## config.mk

```make
export PLATFORM = sky130hd
export DESIGN_NAME = pixel_hit_cell
export DESIGN_NICKNAME = d
export VERILOG_FILES = /design/src/rtl/pixhit_pkg.sv /design/src/rtl/pixhit_sync_edge.sv /design/src/rtl/pixhit_tot_cnt.sv /design/src/rtl/pixhit_store.sv /design/src/rtl/pixel_hit_cell.sv
export SDC_FILE = /design/constraint.sdc
export NUM_CORES = 1
export LEC_CHECK = 0
export ABC_CLOCK_PERIOD_IN_PS = 4100
export CAP_MARGIN = 20
export CORE_ASPECT_RATIO = 0.6
export CORE_MARGIN = 8
export CORE_UTILIZATION = 28
export CTS_CLUSTER_DIAMETER = 100
export DETAILED_ROUTE_END_ITERATION = 16
export GPL_TIMING_DRIVEN = 0
export PLACE_DENSITY_LB_ADDON = 0.05
export SLEW_MARGIN = 20
export SYNTH_ARGS = -nofsm -noshare
export SYNTH_HDL_FRONTEND = slang
export SYNTH_HIERARCHICAL = 1
export SYNTH_SLANG_ARGS = --single-unit
```

## constraint.sdc

```tcl
create_clock -name clk -period 4.1 [get_ports clk]
set_input_delay 0.82 -clock clk [delete_from_list [all_inputs] [get_ports clk]]
set_output_delay 0.82 -clock clk [all_outputs]
set_load 0.02 [all_outputs]
```

## src/rtl/pixhit_pkg.sv

```systemverilog
`timescale 1ns/1ps
package pixhit_pkg;
  parameter int BX_W_DEF      = 11;
  parameter int FINE_W_DEF    = 4;
  parameter int FINE_MAX_DEF  = 14;
  parameter int TOT_W_DEF     = 8;
  parameter int TOT_SHORT_DEF = 6;
  parameter int SYNC_DEF      = 2;
endpackage

```

## src/rtl/pixhit_sync_edge.sv

```systemverilog
`timescale 1ns/1ps
module pixhit_sync_edge #(
  parameter int STAGES = 2
) (
  input  logic clk,
  input  logic rst,
  input  logic din,
  output logic level,
  output logic rise
);
  logic [STAGES-1:0] chain;
  logic              prev;

  // one flop per synchronizer stage
  for (genvar i = 0; i < STAGES; i++) begin : g_stage
    if (i == 0) begin : g_first
      always_ff @(posedge clk) begin
        if (rst) chain[0] <= 1'b0;
        else     chain[0] <= din;
      end
    end else begin : g_next
      always_ff @(posedge clk) begin
        if (rst) chain[i] <= 1'b0;
        else     chain[i] <= chain[i-1];
      end
    end
  end

  always_ff @(posedge clk) begin
    if (rst) prev <= 1'b0;
    else     prev <= chain[STAGES-1];
  end

  assign level = chain[STAGES-1];
  assign rise  = chain[STAGES-1] & ~prev;
endmodule

```

## src/rtl/pixhit_tot_cnt.sv

```systemverilog
`timescale 1ns/1ps
module pixhit_tot_cnt #(
  parameter int W = 8
) (
  input  logic         clk,
  input  logic         rst,
  input  logic         clr,
  input  logic         start,
  input  logic         level,
  output logic         busy,
  output logic         done,
  output logic [W-1:0] count
);
  localparam logic [W-1:0] CNT_MAX = {W{1'b1}};
  localparam logic [W-1:0] CNT_ONE = W'(1);

  always_ff @(posedge clk) begin
    if (rst || clr) begin
      busy  <= 1'b0;
      count <= '0;
    end else if (start) begin
      busy  <= 1'b1;
      count <= CNT_ONE;
    end else if (busy) begin
      if (level) begin
        if (count != CNT_MAX) count <= count + CNT_ONE;
      end else begin
        busy <= 1'b0;
      end
    end
  end

  assign done = busy & ~level & ~clr;
endmodule

```

## src/rtl/pixhit_store.sv

```systemverilog
`timescale 1ns/1ps
module pixhit_store #(
  parameter int BX_W     = 11,
  parameter int FINE_W   = 4,
  parameter int FINE_MAX = 14
) (
  input  logic              clk,
  input  logic              rst,
  input  logic              clr,
  input  logic              start,
  input  logic              done,
  input  logic [BX_W-1:0]   bx_in,
  input  logic [FINE_W-1:0] fine_in,
  output logic              valid,
  output logic [BX_W-1:0]   bx_q,
  output logic [FINE_W-1:0] fine_q
);
  localparam logic [FINE_W-1:0] FINE_CAP = FINE_W'(FINE_MAX);

  logic [FINE_W-1:0] fine_lim;
  assign fine_lim = (fine_in > FINE_CAP) ? FINE_CAP : fine_in;

  always_ff @(posedge clk) begin
    if (rst || clr) begin
      valid  <= 1'b0;
      bx_q   <= '0;
      fine_q <= '0;
    end else begin
      if (start) begin
        bx_q   <= bx_in;
        fine_q <= fine_lim;
      end
      if (done) valid <= 1'b1;
    end
  end
endmodule

```

## src/rtl/pixel_hit_cell.sv

```systemverilog
`timescale 1ns/1ps
module pixel_hit_cell
  import pixhit_pkg::*;
#(
  parameter int BX_W      = BX_W_DEF,
  parameter int FINE_W    = FINE_W_DEF,
  parameter int FINE_MAX  = FINE_MAX_DEF,
  parameter int TOT_W     = TOT_W_DEF,
  parameter int TOT_SHORT = TOT_SHORT_DEF,
  parameter int SYNC      = SYNC_DEF,
  parameter int WORD_W    = BX_W + FINE_W + TOT_W
) (
  input  logic              clk,
  input  logic              rst,
  input  logic              pix_en,
  input  logic              disc_in,
  input  logic [FINE_W-1:0] fine_code,
  input  logic [BX_W-1:0]   bx_count,
  input  logic              tot_short,
  input  logic              tot_msb_sel,
  input  logic              rd_sel,
  input  logic              rd_clr,
  output logic [WORD_W-1:0] hit_word,
  output logic              hit_valid
);
  localparam int PAD = TOT_W - TOT_SHORT;

  logic              disc_lvl, disc_rise;
  logic              busy, done, held_valid, start;
  logic [TOT_W-1:0]  tot_cnt;
  logic [BX_W-1:0]   bx_q;
  logic [FINE_W-1:0] fine_q;
  logic [TOT_W-1:0]  tot_field;
  logic [WORD_W-1:0] stored;

  pixhit_sync_edge #(.STAGES(SYNC)) u_sync (
    .clk(clk), .rst(rst), .din(disc_in), .level(disc_lvl), .rise(disc_rise)
  );

  assign start = disc_rise & pix_en & ~held_valid & ~busy & ~rd_clr;

  pixhit_tot_cnt #(.W(TOT_W)) u_tot (
    .clk(clk), .rst(rst), .clr(rd_clr), .start(start), .level(disc_lvl),
    .busy(busy), .done(done), .count(tot_cnt)
  );

  pixhit_store #(.BX_W(BX_W), .FINE_W(FINE_W), .FINE_MAX(FINE_MAX)) u_store (
    .clk(clk), .rst(rst), .clr(rd_clr), .start(start), .done(done),
    .bx_in(bx_count), .fine_in(fine_code),
    .valid(held_valid), .bx_q(bx_q), .fine_q(fine_q)
  );

  always_comb begin
    if (!tot_short)       tot_field = tot_cnt;
    else if (tot_msb_sel) tot_field = {{PAD{1'b0}}, tot_cnt[TOT_W-1 -: TOT_SHORT]};
    else                  tot_field = {{PAD{1'b0}}, tot_cnt[TOT_SHORT-1:0]};
  end

  assign stored = {bx_q, fine_q, tot_cnt};

  always_ff @(posedge clk) begin
    if (rst) begin
      hit_valid <= 1'b0;
      hit_word  <= '0;
    end else begin
      hit_valid <= rd_sel & held_valid;
      hit_word  <= (rd_sel & held_valid) ? {bx_q, fine_q, tot_field} : '0;
    end
  end
endmodule

```

[Word-level counts from Yosys, hierarchy flattened]
Index checks and enable logic that the tools add are counted.
Word-level totals
  logic and storage cells: 46
  memory bits (read-only): 0
  memory bits (writable): 0
  flip-flop bits (word level): 52
  input port bits: 23
  memories: 0
  output and inout port bits: 24
  bits in latches: 0
Operators by class
  reductions and logical operators: 8
  $add $sub $neg: 1
  bitwise gates (word level): 14
  mux-type cells: 10
  shift-type cells: 0
  order comparisons: 1
  equality and inequality tests: 1
  $mul: 0
  divide/modulo/power cells: 0
Operator list (number)
  $add A8 B1 Y8 const B: 1
  $and A1 B1 Y1: 8
  $mux W8: 1
  $ne A8 B8 Y1 const B: 1
  $mux W1: 7
  $mux W6: 1
  $not A1 Y1: 6
  $reduce_and A3 Y1: 2
  $reduce_bool A2 Y1: 3
  $gt A4 B4 Y1 const B: 1
  $mux W4: 1
  $reduce_or A2 Y1: 2
  $logic_or A1 B1 Y1: 1

[Depth between registers and ports, before layout]
Gate-level depths: netlist of the first run.
  depth after elaboration: 8
  mapped depth: 7
  depth with buffers taken out: 6

[Hierarchy]
Netlist of the first run, hierarchy kept.
Modules (own cells, without submodules)
  pixel_hit_cell: times used 1, cells each 66, area each 773.2 um^2, sequential area each 480.5 um^2
  pixhit_store: times used 1, cells each 54, area each 591.8 um^2, sequential area each 320.3 um^2
  pixhit_tot_cnt: times used 1, cells each 58, area each 494.2 um^2, sequential area each 180.2 um^2
  pixhit_sync_edge: times used 1, cells each 7, area each 87.6 um^2, sequential area each 60.1 um^2

[Least setup slack after synthesis of the first run]
Ideal clock, no wire load.
  kind: input to register
  start point: in rd_clr
  end point: reg u_store.bx_q[0]
  required time: 3986 ps
  library setup time: 114 ps
  slack: 1801 ps
  buffers on the path: 2
  data arrival time: 2184 ps
  stages on the path: 5
  path through: nor4_1 > buf_4 > buf_6 > mux2i_1 > nor2_1
On the way
  word-level cells in the longest chain between the ends: 2
  elaborated cells on any way between the ends: 3
  those cells by class: bitwise: 2; reduce/logical: 1
RTL lines
  start: declaration: RTL line pixel_hit_cell.sv:22  | input logic rd_clr,
  $not A1 Y1: RTL line pixel_hit_cell.sv:40  | assign start = disc_rise & pix_en & ~held_valid & ~busy & ~rd_clr;
  $and A1 B1 Y1: RTL line pixel_hit_cell.sv:40
  end signal: assignment: RTL line pixhit_store.sv:30  | bx_q <= bx_in;
  end: declaration: RTL line pixhit_store.sv:15  | output logic [BX_W-1:0] bx_q,
Parallel ways exist; a longest one is shown, timed or not.
A chain may end at the register's enable or synchronous reset.

[Worst setup path in the final report of the first run]
  start point: in rd_clr
  end point: reg u_store.bx_q[8]
On the way
  word-level cells in the longest chain between the ends: 2
  elaborated cells on any way between the ends: 3
  those cells by class: bitwise: 2; reduce/logical: 1
RTL lines
  $not A1 Y1: RTL line pixel_hit_cell.sv:40
  $and A1 B1 Y1: RTL line pixel_hit_cell.sv:40
  net start: RTL line pixel_hit_cell.sv:29  | logic busy, done, held_valid, start;
The timed path passes the listed nets, and every way through them passes these cells.

==> results of run 1 <==
## final timing paths
check	startpoint	to	cells after the start
max	rd_clr	u_store/bx_q[8]	6
min	u_sync/chain[0]	u_sync/level	1
max reg2reg	u_sync/level	u_store/bx_q[8]	7
min reg2reg	u_sync/chain[0]	u_sync/level	1
## sequential cells by signal (all words and copies together), names as in the netlist
name,flops
u_tot/count,8
u_tot/busy,1
u_sync/chain,1
u_store/valid,1
hit_valid,1
u_sync/level,1
hit_word,23
u_store/fine_q,4
u_sync/prev,1
u_store/bx_q,11
## per-layer routing
metal  wire length, um  GRT usage, %  vias to the layer above
met4                70         4.301                        0
li1                  -             -                      748
met1              2653         14.36                      634
met2              1514         10.69                       43
met3               316         3.149                        7
met5                 0             0                        -
## logic make-up (layout without fill, tap and decap cells)
group | count (synthesis) | in the layout | synth area share (%)
flops | 52 | 52 | 53.47
buf+inv | 11 | 65 | 4.434
fa+ha+maj | 1 | 1 | 0.6426
compound gates | 25 | 25 | 9.319
mux | 18 | 18 | 9.254
simple gates | 78 | 78 | 22.88
## power by group
group	switching [mW]	total (mW)	internal (mW)	leakage [nW]
clock	0.190	0.480	0.290	0.0804
sequential	0.00168	0.508	0.507	0.419
combinational	0.0174	0.0449	0.0275	0.444
## metrics by stage
step / area (um^2) / hold slack (ns) / setup slack (ns) / utilization, % / total power [mW]
floorplan: 1947 / 0.4138 / 1.801 / - / 0.5362
global placement: 2516 / 0.4269 / 0.9182 / 37.53 / 0.5659
finish: 2694 / 0.4389 / 1.577 / 40.18 / 1.033
CTS: 2688 / 0.4412 / 1.218 / 40.08 / 1.047
global route: 2694 / 0.4604 / 1.426 / 40.18 / 1.075
detailed placement: 2516 / 0.4245 / 0.9180 / 37.53 / 0.5651
## Yosys cell counts (3+ instances only)
cell type / number
mux2i_1: 18
dfxtp_1: 52
nand2_1: 7
inv_1: 3
nor2b_1: 3
and2_1: 16
a21oi_1: 11
nand3_1: 8
nor3_1: 7
nand4_1: 4
a21bo_2: 6
buf_6: 5
nor4_1: 3
nor3b_1: 4
nor2_1: 17
## worst max-delay path, delay by kind of cell
| kind | cells | cell delay, ns |
|---|---|---|
| buffers and inverters | 3 | 0.99 |
| AND/OR/NAND/NOR | 2 | 0.68 |
| multiplexers | 1 | 0.20 |
## area by class of cell
type / instances / area share, %
clock inverters: 3 / 1.719
well taps: 87 / 4.041
clock buffers: 5 / 4.645
multi-input cells: 122 / 30.65
plain buffers: 7 / 2.555
flip-flops and latches: 52 / 38.64
repair buffers: 46 / 17.09
inverters: 4 / 0.6503
==> results.toml, run 1 <==
[status]
status = "completed"

[route]
wl_per_cell_um = 13.97
drtIter0Drc = 77
routed_via_density = 4.393
route.detailed.drc = 0
dr.pass1.iters = 4
via_count = 1432
drtAntennaViolNets = 0
route.final.wire_length_mm = 4.555

[synthesis]
async_flop_share_pct = 0
synth_edf_count = 0
ys_types = 34
ys_warn_count = 6
syn-num-nets = 209
synth_top_area_cell = "dfxtp_1"
synth-seq-area-share_pct = 53.47
syn_inst = 185
synth_flop_cell = "dfxtp_1"
syn_area_per_cell_um2 = 10.52
synth_seq_cells = 52
synth.top_cell.area_share_pct = 53.47
synth_area_um2 = 1947
netlist_top_cells_area = "dfxtp_1 53%, mux2i_1 9.3%, and2_1 5.1%"

[layout]
regArea_um2 = 1041
area_growth_pct = 38.37
multiInputGateArea_um2 = 825.8
stdcell_count = 326
layout.nets = 262
nFillCells = 670
drive_above_1_share_pct = 11.72
most-common-layout-cells = "52 x dfxtp_1, 46 x clkdlybuf4s50_1, 18 x mux2i_1, 17 x nor2_1, 16 x and2_1"
final_common_cell = "dfxtp_1"
diodes = 0

[sta]
relSlewSlack_pct = 53.44
hold_viol = 0
setup_viol = 0
rsz0062_at_grt = "no"
tightest_slew_ns = 0.6927
period_minus_slack_ns = 2.523
drv_slew = 0
fmax_mhz = 396.4
tns_ns = 0
skew_ns = 0.004531
fin_crit_sh_pct = 61.53

[clock_tree]
htreeDepth = 2
clk_latency_ns = 0.29
ctsHoldBuffers = 0
cts_num_sinks = 52
clockBufferDepth = 2
cts.reportedPaths.clkPinSlew_ns = 0.07
cts_buffers = 5
post-cts-setup-buffer-count = 0
cts_tree = "yes"
post_cts_resized = 0
root_buffer = "clkbuf_16"

[setup_path]
critPathArrivalTime_ns = 2.71
r2r_slack_ns = 1.96
crit_path_end_kind = "flip-flop"
crit_fanout = 10
path_class = "in -> reg"
path_cells = "clkdlybuf4s50_1 > nor4_2 > buf_4 > buf_6 > mux2i_1 > nor2_1"
critPathLaunchType = "input port"
critPathMaxStageDelay_ns = 0.63
crit_required_ns = 4.29
slowest_stage = "nor4_2"

[power]
powerDensity_nw_per_um2 = 383.5
p_leak_nw = 0.9433
irDropWorstVdd_v = 0.0001691

[floorplan]
core_um2 = 6705
io_pins = 47
dieHeight_um = 80.59
start_util_pct = 29.04
row_count = 23
die_w_um = 123.7
die_area_um2 = 9965

[global_route]
track_usage_pct = 9.326
first_global_vias = 1357
antenna_found_initial = 0
grt_pass1_wl_mm = 7.169
grt_start_max_net_pins = 18
grt.overflow.total = 0

[place]
dpl.hpwl_mm = 3.359
gp_congestion = 0.7374
portBuffers = 46
placedCellCount = 318

[min_path]
hold_class = "reg -> reg"

[flow_run]
maxCapViolations = 0
Power figures use the tool's default switching activity.
==> run 2, diff against run 1 <==
- ABC_CLOCK_PERIOD_IN_PS: 4100 -> 2100
- clock period: 4.1 -> 2.1 ns (I/O delays scaled with it)
==> run 2 against run 1 <==
  * Wire length is 0.22% higher
  * Cell count is 0.92% higher
  * Critical path depth grew 1
  * Worst hold slack barely moved
  * Die area unchanged
  * Non-clock buffer count rose by 3
  * Sequential share of layout area shrank 0.44 points
  * Core utilization rose by 0.47 points
  * Clock skew barely moved
  * First-iteration DRC count fell by 14%
  * Register-to-register slack worse by 1.8 ns
  * Global-route usage is essentially flat
  * Critical endpoint unchanged
  * Largest cell class unchanged
==> results.toml, run 2 (synthesized netlist as in run 1, its figures left out) <==
[route]
drtIter0Drc = 66
route.detailed.drc = 0
drtAntennaViolNets = 0
via_count = 1448
dr.max_layer_used = "met4"
routed_via_density = 4.401
route.final.wire_length_mm = 4.565
dr.pass1.iters = 4
routed-wl-met2_mm = 1.539
wl_met3_um = 321
wl_met1_mm = 2.631
wl_per_cell_um = 13.88

[global_route]
track_usage_pct = 9.356
grt.overflow.total = 0
grt_start_max_net_pins = 18
first_global_vias = 1359
grt_pass1_wl_mm = 7.189
antenna_found_initial = 0

[floorplan]
die_area_um2 = 9965
row_count = 23
dieHeight_um = 80.59
die_w_um = 123.7
io_pins = 47
start_util_pct = 29.04
core_um2 = 6705

[sta]
relSlewSlack_pct = 63.65
fin_crit_sh_pct = 93.45
setup_viol = 0
hold_viol = 0
tightest_slew_ns = 0.5411
period_minus_slack_ns = 1.962
fin_ws_ns = 0.1375
hold_ws_ns = 0.4390
fmax_mhz = 509.6
drv_slew = 0
skew_ns = 0.004749

[setup_path]
path_class = "reg -> reg"
crit_required_ns = 2.29
r2r-start = "u_sync/level"
timing.rr.end = "u_store/bx_q[8]"
crit_fanout = 10
rr_worst_depth = 7
critPathArrivalTime_ns = 2.15
endpoint = "u_store/bx_q[8]"
critPathLaunchType = "flip-flop"
r2r_slack_ns = 0.14
crit_path_end_kind = "flip-flop"
cp-startpoint = "u_sync/level"

[layout]
regArea_um2 = 1041
diodes = 0
largestRegisters = "hit_word x23, u_store/bx_q x11, u_tot/count x8"
most-common-layout-cells = "52 x dfxtp_1, 46 x clkdlybuf4s50_1, 18 x mux2i_1, 17 x nor2_1, 16 x and2_1"
drive_above_1_share_pct = 12.81
multiInputGateArea_um2 = 834.6
area_growth_pct = 39.97
final_common_cell = "dfxtp_1"
largest_register = "hit_word"
nFillCells = 671
layout.nets = 265
largest_reg_flops = 23

[power]
irDropWorstVdd_v = 0.0003301
p_leak_nw = 0.9592
powerDensity_nw_per_um2 = 740.7

[clock_tree]
clockBufferDepth = 2
cts_tree = "yes"
root_buffer = "clkbuf_16"
cts_buffers = 5
cts.reportedPaths.clkPinSlew_ns = 0.07
htreeDepth = 2
clk_latency_ns = 0.29
ctsHoldBuffers = 0
cts_num_sinks = 52

[min_path]
hold_class = "reg -> reg"
min_from = "u_sync/chain[0]"

[place]
gp_congestion = 0.7374
portBuffers = 46
dp_slack_ns = -0.6821
dpl.hpwl_mm = 3.359

[flow_run]
maxCapViolations = 0

[status]
status = "completed"
[run 2: changes by cell type in the layout (fill, tap and decap cells not counted)]
| cell | previous run | this run |
|---|---|---|
| buf_4 | 1 | 4 |
| nor4_2 | 1 | 0 |
| nor4_4 | 0 | 1 |
[run 2: layout make-up]
class	instances	share of cell area [%]
Clock inverter	3	1.699
Clock buffer	5	4.591
Inverter	4	0.6428
Sequential cell	52	38.20
Multi-Input combinational cell	122	30.62
Tap cell	87	3.994
Timing Repair Buffer	49	17.72
Buffer	7	2.525
[run 2: how the worst min path moves through the flow]
| stage | endpoint | depth (start not counted) |
|---|---|---|
| floorplan | u_sync/level | 1 |
| global placement | u_sync/level | 1 |
| detailed placement | u_sync/level | 1 |
| CTS | u_sync/level | 1 |
| global route | u_sync/level | 1 |
| finish | u_sync/level | 1 |
[run 2: power breakdown]
part | switching (mW) | leakage (nW) | internal [mW]
clock | 0.369 | 0.0804 | 0.567
sequential | 0.00338 | 0.419 | 0.989
combinational | 0.0347 | 0.460 | 0.0552
[run 2: per-layer routing]
layer,global-route usage (%),up-vias
met4,4.301,0
li1,-,756
met5,0,-
met1,14.44,641
met3,3.149,7
met2,10.69,44
[run 2: metrics by stage]
step           power, mW  instances  instance area, um^2   TNS, ns  util (%)
3_5_place_dp       1.103        318                 2516    -11.52     37.53
3_3_place_gp       1.105        318                 2516    -11.73     37.53
5_1_grt            2.100        329                 2725  -0.03743     40.64
6_report           2.018        329                 2725         0     40.64
4_1_cts            2.045        326                 2703         0     40.31
2_1_floorplan      1.047        185                 1947         0         -
[run 2: timing repair]
item | in CTS | in global routing
setup buffers | 0 | 3
setup endpoints to repair | 20 | 3
resized for setup | 2 | 0
pin swaps | 0 | 1
[run 2: critical path, cell delays in order, from the launching register on]
cell,delay (ns)
dfxtp_1,0.49
nor2b_2,0.19
nand2_1,0.10
nor4_4,0.38
buf_4,0.25
buf_6,0.19
mux2i_1,0.20
nor2_1,0.05
==> run 3, diff against run 2 <==
- SKIP_CTS_REPAIR_TIMING: not set -> 1
==> results of run 3 <==
Final layout, timing and power as in run 2 (identical DEF).
Among the figures that moved: wire length of the first global-routing pass 7189 um -> 7169 um; via count of the first global-routing pass 1359 -> 1357; overall routing resource usage 9.356% -> 9.326%; met1 usage 14.44% -> 14.36%
